File: config.mk
export PLATFORM = sky130hd
export DESIGN_NAME = pwr_state_ctl
export DESIGN_NICKNAME = d
export VERILOG_FILES = /design/src/rtl/pwr_pkg.sv /design/src/rtl/pwr_regbank.sv /design/src/rtl/pwr_seq.sv /design/src/rtl/pwr_gate_out.sv /design/src/rtl/pwr_state_ctl.sv
export SDC_FILE = /design/constraint.sdc
export NUM_CORES = 1
export LEC_CHECK = 0
export BUFFER_PORTS_ARGS = -buffer_cell sky130_fd_sc_hd__buf_2
export CORE_ASPECT_RATIO = 1.4
export CORE_UTILIZATION = 48
export CTS_CLUSTER_SIZE = 28
export DETAILED_ROUTE_END_ITERATION = 6
export PLACE_DENSITY = 0.75
export SYNTH_ARGS = -nofsm -noshare
export SYNTH_HDL_FRONTEND = slang
export SYNTH_SLANG_ARGS = --single-unit
File: constraint.sdc
create_clock -name clk -period 2 [get_ports clk]
set_clock_uncertainty 0.15 [all_clocks]
set_input_delay 0 -clock clk [delete_from_list [all_inputs] [get_ports clk]]
set_output_delay 0 -clock clk [all_outputs]
set_load 0.01 [all_outputs]
File: src/rtl/pwr_pkg.sv
package pwr_pkg;
  localparam int CMD_OFS   = 'h120;
  localparam int BUSY_OFS  = 'h128;
  localparam int STAT_BASE = 'h800;
  localparam int CTRL_BASE = 'hA00;
  localparam int REL_BIT   = 8;

  typedef enum logic [1:0] {
    PS_OFF   = 2'd0,
    PS_SRST  = 2'd1,
    PS_GATED = 2'd2,
    PS_RUN   = 2'd3
  } pstate_e;

  typedef enum logic [1:0] {
    SQ_IDLE = 2'd0,
    SQ_SCAN = 2'd1,
    SQ_HOLD = 2'd2
  } seq_ph_e;
endpackage

File: src/rtl/pwr_regbank.sv
module pwr_regbank #(
  parameter int N_MOD  = 8,
  parameter int ADDR_W = 12,
  parameter int DATA_W = 32
) (
  input  logic                    clk,
  input  logic                    rst,
  input  logic                    wr,
  input  logic                    rd,
  input  logic [ADDR_W-1:0]       addr,
  input  logic [DATA_W-1:0]       wdata,
  input  logic [N_MOD-1:0][1:0]   cur_st,
  input  logic                    busy,
  output logic [N_MOD-1:0][1:0]   nxt_st,
  output logic [N_MOD-1:0]        rel_n,
  output logic                    go_req,
  output logic [DATA_W-1:0]       rdata
);
  import pwr_pkg::*;

  localparam int IDX_W = (N_MOD > 1) ? $clog2(N_MOD) : 1;

  logic [ADDR_W-1:0] ctrl_off, stat_off;
  logic              ctrl_in, stat_in;
  logic [IDX_W-1:0]  ctrl_idx, stat_idx;
  logic [DATA_W-1:0] rd_mux;

  // Offset decode for the two per-module windows
  always_comb begin
    ctrl_off = addr - ADDR_W'(CTRL_BASE);
    stat_off = addr - ADDR_W'(STAT_BASE);
    ctrl_idx = ctrl_off[IDX_W+1:2];
    stat_idx = stat_off[IDX_W+1:2];
    ctrl_in  = (addr[1:0] == 2'b00) && (addr >= ADDR_W'(CTRL_BASE)) &&
               (addr < ADDR_W'(CTRL_BASE + 4*N_MOD));
    stat_in  = (addr[1:0] == 2'b00) && (addr >= ADDR_W'(STAT_BASE)) &&
               (addr < ADDR_W'(STAT_BASE + 4*N_MOD));
  end

  assign go_req = wr && (addr == ADDR_W'(CMD_OFS)) && wdata[0];

  // Staged next state and local reset release per module
  always_ff @(posedge clk) begin
    if (rst) begin
      nxt_st <= '0;
      rel_n  <= '0;
    end else if (wr && ctrl_in) begin
      nxt_st[ctrl_idx] <= wdata[1:0];
      rel_n[ctrl_idx]  <= wdata[REL_BIT];
    end
  end

  always_comb begin
    rd_mux = '0;
    if (ctrl_in) begin
      rd_mux[1:0]     = nxt_st[ctrl_idx];
      rd_mux[REL_BIT] = rel_n[ctrl_idx];
    end else if (stat_in) begin
      rd_mux[1:0] = cur_st[stat_idx];
    end else if (addr == ADDR_W'(BUSY_OFS)) begin
      rd_mux[0] = busy;
    end
  end

  always_ff @(posedge clk) begin
    if (rst)     rdata <= '0;
    else if (rd) rdata <= rd_mux;
  end
endmodule

File: src/rtl/pwr_seq.sv
module pwr_seq #(
  parameter int N_MOD    = 8,
  parameter int STEP_CYC = 4
) (
  input  logic                  clk,
  input  logic                  rst,
  input  logic                  go_req,
  input  logic [N_MOD-1:0][1:0] nxt_st,
  output logic                  busy,
  output logic [N_MOD-1:0][1:0] cur_st
);
  import pwr_pkg::*;

  localparam int IDX_W = (N_MOD > 1) ? $clog2(N_MOD) : 1;
  localparam int CNT_W = (STEP_CYC > 1) ? $clog2(STEP_CYC) : 1;
  localparam logic [IDX_W-1:0] LAST_IDX = IDX_W'(N_MOD - 1);

  seq_ph_e          ph;
  logic [IDX_W-1:0] idx;
  logic [CNT_W-1:0] cnt;
  logic [1:0]       tgt;
  logic             at_last;

  assign at_last = (idx == LAST_IDX);

  always_ff @(posedge clk) begin
    if (rst) begin
      ph     <= SQ_IDLE;
      busy   <= 1'b0;
      idx    <= '0;
      cnt    <= '0;
      tgt    <= '0;
      cur_st <= '0;
    end else begin
      case (ph)
        SQ_IDLE: begin
          if (go_req) begin
            ph   <= SQ_SCAN;
            busy <= 1'b1;
            idx  <= '0;
          end
        end
        SQ_SCAN: begin
          if (nxt_st[idx] != cur_st[idx]) begin
            tgt <= nxt_st[idx];
            cnt <= CNT_W'(STEP_CYC - 1);
            ph  <= SQ_HOLD;
          end else if (at_last) begin
            ph   <= SQ_IDLE;
            busy <= 1'b0;
          end else begin
            idx <= idx + IDX_W'(1);
          end
        end
        SQ_HOLD: begin
          if (cnt == '0) begin
            cur_st[idx] <= tgt;
            if (at_last) begin
              ph   <= SQ_IDLE;
              busy <= 1'b0;
            end else begin
              ph  <= SQ_SCAN;
              idx <= idx + IDX_W'(1);
            end
          end else begin
            cnt <= cnt - CNT_W'(1);
          end
        end
        default: begin
          ph   <= SQ_IDLE;
          busy <= 1'b0;
        end
      endcase
    end
  end
endmodule

File: src/rtl/pwr_gate_out.sv
module pwr_gate_out #(
  parameter int N_MOD = 8
) (
  input  logic                  clk,
  input  logic                  rst,
  input  logic [N_MOD-1:0][1:0] cur_st,
  input  logic [N_MOD-1:0]      rel_n,
  output logic [N_MOD-1:0]      clk_en,
  output logic [N_MOD-1:0]      mod_rst
);
  import pwr_pkg::*;

  for (genvar g = 0; g < N_MOD; g++) begin : g_mod
    always_ff @(posedge clk) begin
      if (rst) begin
        clk_en[g]  <= 1'b0;
        mod_rst[g] <= 1'b1;
      end else begin
        clk_en[g]  <= (cur_st[g] == PS_RUN);
        mod_rst[g] <= (cur_st[g] == PS_OFF) || (cur_st[g] == PS_SRST) || !rel_n[g];
      end
    end
  end
endmodule

File: src/rtl/pwr_state_ctl.sv
module pwr_state_ctl #(
  parameter int N_MOD    = 8,
  parameter int STEP_CYC = 4,
  parameter int ADDR_W   = 12,
  parameter int DATA_W   = 32
) (
  input  logic              clk,
  input  logic              rst,
  input  logic              bus_wr,
  input  logic              bus_rd,
  input  logic [ADDR_W-1:0] bus_addr,
  input  logic [DATA_W-1:0] bus_wdata,
  output logic [DATA_W-1:0] bus_rdata,
  output logic [N_MOD-1:0]  mod_clk_en,
  output logic [N_MOD-1:0]  mod_rst
);
  logic [N_MOD-1:0][1:0] nxt_st;
  logic [N_MOD-1:0][1:0] cur_st;
  logic [N_MOD-1:0]      rel_n;
  logic                  go_req;
  logic                  seq_busy;

  pwr_regbank #(.N_MOD(N_MOD), .ADDR_W(ADDR_W), .DATA_W(DATA_W)) u_regs (
    .clk(clk), .rst(rst), .wr(bus_wr), .rd(bus_rd), .addr(bus_addr),
    .wdata(bus_wdata), .cur_st(cur_st), .busy(seq_busy), .nxt_st(nxt_st),
    .rel_n(rel_n), .go_req(go_req), .rdata(bus_rdata)
  );

  pwr_seq #(.N_MOD(N_MOD), .STEP_CYC(STEP_CYC)) u_seq (
    .clk(clk), .rst(rst), .go_req(go_req), .nxt_st(nxt_st),
    .busy(seq_busy), .cur_st(cur_st)
  );

  pwr_gate_out #(.N_MOD(N_MOD)) u_out (
    .clk(clk), .rst(rst), .cur_st(cur_st), .rel_n(rel_n),
    .clk_en(mod_clk_en), .mod_rst(mod_rst)
  );
endmodule

=== Word-level counts from Yosys, hierarchy flattened ===
Index checks and enable logic that the tools add are counted.

* $add $sub $neg: 4
* Order comparisons: 9
* Equality and inequality tests: 28
* Muxes and demuxes: 43
* Reduce and logical (&&, ||, !) cells: 52

{| class="wikitable"
|+ Operators with widths
! cell !! number
|-
| $bwmux W16 || 2
|-
| $mux W2 || 13
|-
| $bmux W2 S3 || 4
|-
| $eq A12 B9 Y1 const B || 2
|-
| $ge A12 B12 Y1 const B || 2
|-
| $lt A12 B12 Y1 const B || 2
|-
| $logic_not A2 Y1 || 11
|-
| $eq A2 B1 Y1 const B || 9
|-
| $eq A2 B2 Y1 const B || 9
|-
| $logic_or A1 B1 Y1 || 16
|-
| $demux W2 S3 || 2
|-
| $lt A3 B4 Y1 const B || 3
|-
| $mux W3 || 4
|-
| $mux W1 || 11
|-
| $sub A5 B1 Y5 const B || 2
|-
| $logic_and A1 B1 Y1 || 9
|-
| $pmux W3 S3 || 1
|-
| $reduce_and A3 Y1 || 3
|-
| $bwmux W8 || 1
|-
| $logic_not A1 Y1 || 8
|-
| $ge A3 B1 Y1 const B || 2
|-
| $ne A2 B2 Y1 const B || 3
|-
| $pmux W2 S3 || 1
|-
| $ne A2 B1 Y1 const B || 2
|-
| other kinds (13) || 14
|}

* Register bits: 69
* Bits of input ports: 48
* Output and inout bits: 48
* Word-level logic and storage cells: 175

=== Longest topological paths before layout ===
Gate-level depths: netlist of run 1.

* Depth in word-level cells: 6
* Gate-level depth with buffers: 9
* Depth with buffers taken out: 7

=== Cells and area by module ===
Synthesis of run 1 repeated with hierarchy kept, for this count alone.

* Cells, all modules: 400
* Area total of the unflattened synthesis: 3,853.7 um2

{| class="wikitable"
|+ By module, submodules not included
! module !! instances !! cells an instance !! area an instance (um2) !! seq. area each (um2)
|-
| pwr_regbank || 1 || 186 || 1,788.0 || 540.5
|-
| pwr_seq || 1 || 181 || 1,599.0 || 520.5
|-
| pwr_gate_out || 1 || 33 || 466.7 || 320.3
|}

=== Worst setup path after synthesis of run 1 ===
No wires, ideal clock.

* Kind: reg2reg
* Start: reg u_seq.idx[0]
* End: reg u_seq.idx[2]
* Library setup time: 0.101 ns
* Arrival: 1.981 ns
* Data required time: 1.749 ns
* Setup slack: -0.232 ns
* Stages on the path, launching flop included: 9
* Buffers on the path: 3
* Clock period less this slack: 2.232 ns
* Path through: dfxtp_1 -> buf_6 -> buf_6 -> mux4_2 -> mux2i_1 -> xnor2_1 -> a21boi_4 -> buf_6 -> o41ai_1

* Cells in the longest elaborated chain, start to end: 5

{| class="wikitable"
|+ Ends and longest elaborated chain
! item !! RTL line !! text
|-
| from (decl) || pwr_seq.sv:19 || <nowiki>logic [IDX_W-1:0] idx;</nowiki>
|-
| from (signal assigned) || pwr_seq.sv:52 || <nowiki>idx <= idx + IDX_W'(1);</nowiki>
|-
| from (signal assigned) || pwr_seq.sv:63 || <nowiki>idx <= idx + IDX_W'(1);</nowiki>
|-
| $bmux W2 S3 || pwr_seq.sv:44 || <nowiki>if (nxt_st[idx] != cur_st[idx]) begin</nowiki>
|-
| $mux W2 (not written as such) || pwr_seq.sv:44 ||
|-
| $ne A2 B2 Y1 || pwr_seq.sv:44 ||
|-
| $ne A2 B2 Y1 (no line) || - ||
|-
| $reduce_and A4 Y1 (no line) || - ||
|}

Several ways; a longest one is shown, not always the timed one. The select of a mux whose other input is x is not followed.
A chain may end at the register's enable or synchronous reset.

=== Worst setup path after layout of run 1 ===
* Start: reg u_seq.idx[0]
* End: reg u_seq.tgt[1]

* Cells in the longest elaborated chain, start to end: 4

{| class="wikitable"
|+ Ends and longest elaborated chain
! item !! RTL line !! text
|-
| $bmux W2 S3 (on tied branches) || pwr_seq.sv:44, pwr_seq.sv:45 ||
|-
| $mux W2 (on tied branches) || pwr_seq.sv:44, pwr_seq.sv:45 ||
|-
| $ne A2 B2 Y1 || pwr_seq.sv:44 ||
|-
| $reduce_and A2 Y1 (no line) || - ||
|-
| to (signal assigned) || pwr_seq.sv:45 || <nowiki>tgt <= nxt_st[idx];</nowiki>
|-
| to (decl) || pwr_seq.sv:21 || <nowiki>logic [1:0] tgt;</nowiki>
|}

Several ways; a longest one is shown, not always the timed one. The select of a mux whose other input is x is not followed.

==> impl_metrics.toml, run 1 <==
[outcome]
status = "finished with violations"
violations = "negative setup slack"

[sta]
finalMaxSlewViolations = 0
finalCritPeriodShare = 1.19
timing.fmax_mhz = 421
setup_slack_ns = -0.376
fin_setup_tns_ns = -2.83
hold_viol_final = 0
period_needed_ns = 2.38
setup_viol = 10
rsz0062_at_grt = "yes"

[synth]
yosys.area_share.simple = 0.185
syn_inst = 385
ys_ff_latch = 69
synth_compound_area_frac = 0.122
post_synth_num_cell_types = 49
async_flop_share = 0
synth_top_family_by_area = "simple AND/OR/NAND/NOR gates"
yosysSeqAreaShare = 0.383
synthXorXnorAreaFrac = 0.00486
yosys.area_share.adder = 0.0243
synth.mux.area_fraction = 0.177
syn_avg_cell_area_um2 = 9.37
synth_enable_flop_cells = 0
yosysWarnings = 0
synthFlopType = "dfxtp_1"
synth_area_um2 = 3610

[detailed_routing]
ant_nets = 0
drt-pass1-iter-count = 5
drt-initial-drc-count = 222
post_drt_wl_per_cell_um = 16.6
wl_um = 9520
vias = 3189
vias_per_cell = 5.58
drc = 0

[critical_path]
crit_slowest_cell = "mux4_2"
critPathLaunchType = "flip-flop"
required_ns = 2.10
crit_fanout = 10
reg2reg_depth = 8
end_kind = "flip-flop"
endpoint = "u_seq.tgt[1]$_SDFFE_PP0P_"
r2r_start = "u_seq.idx[0]$_SDFFE_PP0P_"
arrival_ns = 2.48
crit_path_max_incr_delay_ns = 0.53
startpoint = "u_seq.idx[0]$_SDFFE_PP0P_"
crit_chain = "buf_4 > mux4_2 > mux2i_4 > xnor2_4 > a21boi_4 > buf_12 > nor2_2 > a211oi_1"
critical_path_class = "reg -> reg"
worstReg2RegEnd = "u_seq.tgt[1]$_SDFFE_PP0P_"
r2r_setup_slack_ns = -0.38

[floorplanning]
ios = 96
core_area_um2 = 7310
die-area_um2 = 7870
die_w_um = 75.3
start_util = 0.493
die_h_um = 105
row_count = 37

[finish]
final_nets = 525
fillers = 601
seqCellArea_um2 = 1390
layout-drive-gt1-share = 0.316
fin_util = 0.625
final_common_cell = "dfxtp_1"
layout_common_cells = "67 x dfxtp_1, 54 x buf_4, 37 x buf_2"
multi_input_area_um2 = 2090
area_delta_synth_final_pct = 26.8
num_antenna_cells = 0

[job]
cap_violations = 0

[placed_design]
io_buffers = 37
routabilityCongestion = 0.919
pre_cts_ws_ns = -0.447
hpwl_um = 6620

[worst_hold_path]
hold_class = "in -> reg"
whs_path_depth = 5

[global_routing]
grt_pass1_vias = 3090
overflow = 0
antenna_found_initial = 0
grt_max_degree = 43
groute.usage.overall = 0.261
grt_first_pass_wirelength_um = 15000

[pwr]
p_total_mw = 3.12
ir_drop_mv = 0.438
power_density_nw_per_um2 = 682
p_leak_nw = 1.88

[clock_tree]
path_clk_slew_ns = 0.07
clk-insertion-delay-late_ns = 0.37
cts_root_buf = "clkbuf_8"
cts_tree = "built"
cts_buffer_depth = 2
cts_max_level = 3
numCtsBuffers = 9
clock_sinks = 69
## state kept, by name, indices dropped and copies added, names as in the netlist
register       cells
u_regs.nxt_st     16
u_seq.cur_st      16
u_out.clk_en       8
u_out.mod_rst      8
u_regs.rel_n       8
u_regs.rdata       3
u_seq.idx          3
u_seq.cnt          2
u_seq.ph           2
u_seq.tgt          2
u_seq.busy         1
## layer usage
layer,track usage,share of wire
met1,0.283,0.35
met2,0.431,0.53
met4,0.201,0.063
met5,0,0
met3,0.0530,0.055
## worst min path at each step
stage	start	endpoint	slack, ns
6_report	bus_addr[2]	u_regs.rdata[0]$_SDFFE_PP0P_	0.04
5_1_grt	bus_addr[2]	u_regs.rdata[0]$_SDFFE_PP0P_	0.05
3_3_place_gp	bus_rd	u_regs.rdata[1]$_SDFFE_PP0P_	0.12
2_1_floorplan	bus_rd	u_regs.rdata[1]$_SDFFE_PP0P_	-0.04
3_5_place_dp	bus_rd	u_regs.rdata[0]$_SDFFE_PP0P_	0.12
4_1_cts	bus_addr[9]	u_regs.rdata[1]$_SDFFE_PP0P_	0.02
## cell type report
cell class / count / share of cell area
Multi-Input combinational cell: 283 / 0.456
Sequential cell: 69 / 0.303
Timing Repair Buffer: 100 / 0.154
Clock buffer: 11 / 0.0309
Tap cell: 97 / 0.0266
Clock inverter: 5 / 0.0233
Inverter: 7 / 0.00575
## critical path: cells and delay by family, from the launching register on
family | cells | cell delay [ns]
multiplexers | 2 | 0.75
AO/OA/AOI/OAI | 2 | 0.49
flip-flops | 1 | 0.41
buffers and inverters | 2 | 0.29
XOR/XNOR | 1 | 0.13
AND/OR/NAND/NOR | 1 | 0.04
## metrics by stage
stage | instances | cell area, um^2 | hold WS (ns)
finish | 572 | 4570 | 0.0390
global route | 572 | 4570 | 0.0547
global placement | 543 | 4100 | 0.119
CTS | 568 | 4490 | 0.0155
detailed placement | 543 | 4100 | 0.123
floorplan | 413 | 3740 | -0.0413
## cell usage after synthesis, drive strengths merged (5+ instances only)
master	number	area share
clkbuf	20	0.021
dfxtp	69	0.38
mux4	14	0.091
o21ai	26	0.036
nand2	35	0.036
nor2	38	0.040
mux2i	30	0.083
nor3	5	0.0069
and3b	8	0.019
ha	7	0.024
nand3b	10	0.021
a21oi	23	0.032
buf	34	0.074
inv	7	0.0073
nor2b	5	0.0087
nand2b	6	0.010
nand3	7	0.011
## where the power goes
part,switching (mW),internal [mW],total (mW)
clock network,0.543,0.867,1.41
logic,0.186,0.117,0.303
registers,0.0147,1.39,1.40
## cell families (layout without fill, tap and decap cells)
logic type                 after synthesis  after routing
and+or+nand+nor                        129            129
AOI/OAI and AO/OA                       71             71
DFF                                     69             69
buffers and inverters                   61            123
muxes                                   45             45
adders and majority gates                7              7
xor gates and xnor gates                 2              2
other                                    1             29
## repair_timing
action / in CTS / in global routing
hold buffers: 5 / 0
endpoints found under the setup margin: 10 / 12
pin swaps: 5 / 3
setup buffers: 4 / 4
hold endpoints to repair: 34 / 0
resized for setup: 16 / 9
(Power assumes the default switching activity.)
==> run 2: changes to the inputs <==
ABC_AREA = 0   (was not set)
BUFFER_PORTS_ARGS = -buffer_cell sky130_fd_sc_hd__buf_4   (was -buffer_cell sky130_fd_sc_hd__buf_2)
PLACE_DENSITY = 0.8   (was 0.75)
==> run 2 against run 1 <==
The run still ends with negative setup slack left. Via count is 2.4% lower. Hold slack lost 0.0064 ns. Power shrank 13%. Non-clock buffer count shrank 11. Sequential share of layout area increased by 0.96 points. Clock-buffer cell count did not move. Core utilization shrank 2.0 points. Register-to-register slack better by 0.11 ns. Flip-flop and latch count unchanged. Largest cell class unchanged.
==> impl_metrics.toml, run 2 (same netlist as run 1, synthesis figures left out) <==
[finish]
final_nets = 514
layout-drive-gt1-share = 0.282
area_delta_synth_final_pct = 22.8
final_common_cell = "buf_4"
layout_common_cells = "81 x buf_4, 68 x dfxtp_1, 36 x nor2_1"
reg_top3 = "u_regs.nxt_st (16), u_seq.cur_st (16)"
num_antenna_cells = 0
fin_util = 0.605
postLayoutCellArea_um2 = 4430

[pwr]
pwr-share-seq = 0.518
p_leak_nw = 1.80
internal_power_mw = 1.98
ir_drop_mv = 0.441
switchingPower_uw = 727
clkPwrFrac = 0.378
swShare = 0.269
combPwrFrac = 0.103
power_density_nw_per_um2 = 612

[floorplanning]
row_count = 37
die_h_um = 105
die_w_um = 75.3
die-area_um2 = 7870
start_util = 0.493
ios = 96
core_area_um2 = 7310

[global_routing]
grt_max_degree = 54
grt_first_pass_wirelength_um = 14200
groute.usage.overall = 0.242
grt_pass1_vias = 3015
antenna_found_initial = 0
overflow = 0

[critical_path]
r2r_start = "u_seq.idx[0]$_SDFFE_PP0P_"
crit_slowest_cell = "mux4_2"
r2r_setup_slack_ns = -0.27
critical_path_class = "reg -> reg"
cp.depth = 7
crit_buf_inv = 1
startpoint = "u_seq.idx[0]$_SDFFE_PP0P_"
critPathLaunchType = "flip-flop"
crit_chain = "buf_6 > mux4_2 > mux2i_4 > xnor2_2 > nand4_1 > a211oi_2 > a31o_2"
crit_fanout = 7
end_kind = "flip-flop"
arrival_ns = 2.41
cpLargestDelayFamily = "multiplexers"
crit_path_max_incr_delay_ns = 0.52
required_ns = 2.14
reg2reg_depth = 7

[worst_hold_path]
hold_class = "in -> reg"
whs_path_depth = 5
min-delay-start = "bus_addr[2]"

[detailed_routing]
ant_nets = 0
vias = 3111
drt-pass1-iter-count = 4
wl_um = 8910
post_drt_wl_per_cell_um = 15.9
drc = 0
vias_per_cell = 5.55
drt-initial-drc-count = 296

[sta]
finalCritPeriodShare = 1.13
fin_setup_tns_ns = -2.45
setup_viol = 10
max_slew_margin = 0.658
tightest_slew_ns = 0.514
whs_ns = 0.0326
hold_viol_final = 0
setup_slack_ns = -0.266
timing.fmax_mhz = 441
rsz0062_at_grt = "yes"
period_needed_ns = 2.27
finalMaxSlewViolations = 0

[clock_tree]
numCtsBuffers = 9
clk-insertion-delay-late_ns = 0.34
path_clk_slew_ns = 0.07
cts_max_level = 3
cts_tree = "built"
clock_sinks = 69
cts_root_buf = "clkbuf_8"
cts_buffer_depth = 2

[job]
cap_violations = 0

[placed_design]
placed_area_um2 = 4120
hpwl_um = 6490
pre_cts_ws_ns = -0.397
io_buffers = 37
routabilityCongestion = 0.921

[outcome]
status = "finished with violations"
violations = "negative setup slack"
[run 2: layout make-up]
| class | count | area (um^2) |
|---|---|---|
| Clock buffer | 11 | 141 |
| Tap cell | 97 | 121 |
| Inverter | 7 | 26.3 |
| Timing Repair Buffer | 89 | 692 |
| Fill cell | 626 | 2890 |
| Sequential cell | 69 | 1390 |
| Clock inverter | 5 | 36.3 |
| Multi-Input combinational cell | 283 | 2020 |
[run 2: final timing paths]
path                                   to
min          u_regs.rdata[0]$_SDFFE_PP0P_
max reg2reg      u_seq.ph[0]$_SDFFE_PP0P_
max              u_seq.ph[0]$_SDFFE_PP0P_
min reg2reg   u_out.mod_rst[2]$_SDFF_PP1_
[run 2: power by group through the flow]
| stage | Sequential, mW | Combinational [mW] | Clock (mW) |
|---|---|---|---|
| after floorplan | 1.43 | 0.231 | 0 |
| after global placement | 1.43 | 0.248 | 0 |
| after detailed placement | 1.44 | 0.257 | 0 |
| after CTS | 1.40 | 0.274 | 1.03 |
| after global routing | 1.40 | 0.307 | 1.09 |
| final | 1.40 | 0.280 | 1.02 |
[run 2: timing repair]
action	in CTS	in global routing
setup buffers	3	0
endpoints found under the hold margin	41	0
pin swaps	2	4
hold buffers	5	0
endpoints found under the setup margin	10	10
gates resized for setup	8	7
[run 2: tightest hold or removal path: stages]
cell,delay (ns)
buf_4,0.18
nand2_1,0.07
nand2_1,0.07
nand2_1,0.07
a311oi_1,0.08
[run 2: stage by stage]
stage               total power [mW]  instances
finish                          2.71        561
global route                    2.81        561
CTS                             2.71        561
detailed placement              1.69        537
global placement                1.68        537
floorplan                       1.66        413
[run 2: layer usage]
layer / vias to the layer above / wire length [um] / GRT usage / part of all wire
li1: 1468 / - / - / -
met1: 1501 / 3480 / 0.269 / 0.39
met2: 100 / 4480 / 0.393 / 0.50
met3: 42 / 381 / 0.0444 / 0.043
met4: 0 / 569 / 0.187 / 0.064
met5: - / 0 / 0 / 0
==> run 3: changes to the inputs <==
REMOVE_ABC_BUFFERS = 1   (was not set)
==> run 3 against run 2 <==
The flow still finishes with violations (negative setup slack). Core utilization rose by 1.6 points. Die area did not move. Final cell count is 1.1% higher. Flip-flop and latch count unchanged. Clock-buffer cell count is 2 lower. Sequential share of layout area decreased by 0.87 points. Combinational power up 6%. Routed wire length grew 15%. Largest cell class unchanged.
==> impl_metrics.toml, run 3 (same netlist as run 1, synthesis figures left out) <==
[detailed_routing]
drt-pass1-iter-count = 5
post_drt_wl_per_cell_um = 18.0
drt-initial-drc-count = 330
route.met2.wl_um = 5440
drc = 0
wl_um = 10200
wl_met3_um = 565
met1_length_um = 3640
top_layer_used = "met4"
vias = 3234
ant_nets = 0
vias_per_cell = 5.70

[floorplanning]
die_w_um = 75.3
die_h_um = 105
ios = 96
start_util = 0.493
core_area_um2 = 7310
die-area_um2 = 7870
row_count = 37

[placed_design]
routabilityCongestion = 0.961
post-place-cells = 542
pre_cts_ws_ns = -0.457
io_buffers = 37
placed_area_um2 = 4150
hpwl_um = 6850

[pwr]
p_total_mw = 2.89
power_density_nw_per_um2 = 636
p_leak_nw = 1.85
ir_drop_mv = 0.370

[finish]
layout-drive-gt1-share = 0.304
reg_top3 = "u_regs.nxt_st (16), u_seq.cur_st (16)"
postLayoutCellArea_um2 = 4550
final_common_cell = "buf_4"
layout_common_cells = "86 x buf_4, 68 x dfxtp_1, 37 x nor2_1"
finish.cell_count_without_fillers = 567
area_delta_synth_final_pct = 26.1
num_antenna_cells = 0
final_nets = 520
fin_util = 0.621

[global_routing]
grt_pass1_vias = 3182
groute.usage.overall = 0.275
overflow = 0
antenna_found_initial = 0
grt_max_degree = 58
grt_first_pass_wirelength_um = 16000

[clock_tree]
cts_tree = "built"
cts_max_level = 3
path_clk_slew_ns = 0.08
numCtsBuffers = 9
cts_buffer_depth = 2
clk-insertion-delay-late_ns = 0.36
clock_sinks = 69
cts_root_buf = "clkbuf_8"

[job]
cap_violations = 0

[critical_path]
arrival_ns = 2.42
crit_slowest_cell = "mux4_2"
crit_path_max_incr_delay_ns = 0.55
reg2reg_depth = 7
required_ns = 2.10
crit_fanout = 5
r2r_start = "u_seq.idx[0]$_SDFFE_PP0P_"
critPathLaunchType = "flip-flop"
r2r_setup_slack_ns = -0.32
crit_chain = "buf_6 > mux4_2 > mux2i_4 > xnor2_2 > nand3_1 > a31oi_2 > nor2_1"
end_kind = "flip-flop"
worstReg2RegEnd = "u_seq.cnt[0]$_SDFFE_PP0P_"
critical_path_class = "reg -> reg"

[sta]
fin_setup_tns_ns = -2.95
rsz0062_at_grt = "yes"
finalMaxSlewViolations = 0
setup_viol = 13
max_slew_margin = 0.587
finalCritPeriodShare = 1.16
setup_slack_ns = -0.322
period_needed_ns = 2.32
tightest_slew_ns = 0.619
whs_ns = 0.0531
hold_viol_final = 0
timing.fmax_mhz = 431

[worst_hold_path]
min-delay-start = "bus_addr[3]"
holdPathEnd = "u_regs.rdata[0]$_SDFFE_PP0P_"
hold_class = "in -> reg"
whs_path_depth = 3

[outcome]
violations = "negative setup slack"
status = "finished with violations"
run 3: worst max-delay path by stage:
stage	start	endpoint	slack, ns	cells after the start
6_report	u_seq.idx[0]$_SDFFE_PP0P_	u_seq.cnt[0]$_SDFFE_PP0P_	-0.32	7
4_1_cts	u_seq.idx[0]$_SDFFE_PP0P_	u_seq.tgt[0]$_SDFFE_PP0P_	-0.26	8
3_3_place_gp	u_seq.idx[0]$_SDFFE_PP0P_	u_seq.idx[1]$_SDFFE_PP0P_	-0.31	7
3_5_place_dp	u_seq.idx[0]$_SDFFE_PP0P_	u_seq.idx[2]$_SDFFE_PP0P_	-0.46	7
2_1_floorplan	u_seq.idx[0]$_SDFFE_PP0P_	u_seq.busy$_SDFFE_PP0P_	-0.50	6
5_1_grt	u_seq.idx[0]$_SDFFE_PP0P_	u_seq.cnt[0]$_SDFFE_PP0P_	-0.37	7
run 3: where the power goes:
| group | leakage [nW] | internal (mW) | switching [mW] |
|---|---|---|---|
| clock network | 0.101 | 0.595 | 0.594 |
| registers | 0.557 | 1.39 | 0.0137 |
| logic | 1.20 | 0.112 | 0.187 |
run 3: per-layer routing:
metal  global-route usage  vias to the layer above
met1                0.307                     1558
met5                    0                        -
met4                0.184                        0
met3               0.0366                       44
met2                0.468                      160
li1                     -                     1472
run 3: area by class of cell:
class / count / area [um^2]
inverter: 7 / 26.3
fill: 623 / 2770
tap: 97 / 121
clock inverter: 7 / 81.3
sequential: 69 / 1380
timing repair buffer: 95 / 747
clock buffer: 9 / 124
multi-input combinational: 283 / 2060
run 3: worst max-delay path: cells and delay by family, from the launching register on:
kind | cells | cell delay, ns
buffers and inverters | 1 | 0.13
AND/OR/NAND/NOR | 2 | 0.33
flip-flops | 1 | 0.37
multiplexers | 2 | 0.77
XOR/XNOR | 1 | 0.19
AO/OA/AOI/OAI | 1 | 0.27
run 3: what timing repair did:
| item | 4_1_cts | 5_1_grt |
|---|---|---|
| gates resized for setup | 23 | 4 |
| hold endpoints to repair | 39 | 0 |
| setup buffers | 1 | 1 |
| hold buffers | 7 | 0 |
| pin swaps | 4 | 5 |
| setup endpoints to repair | 10 | 16 |
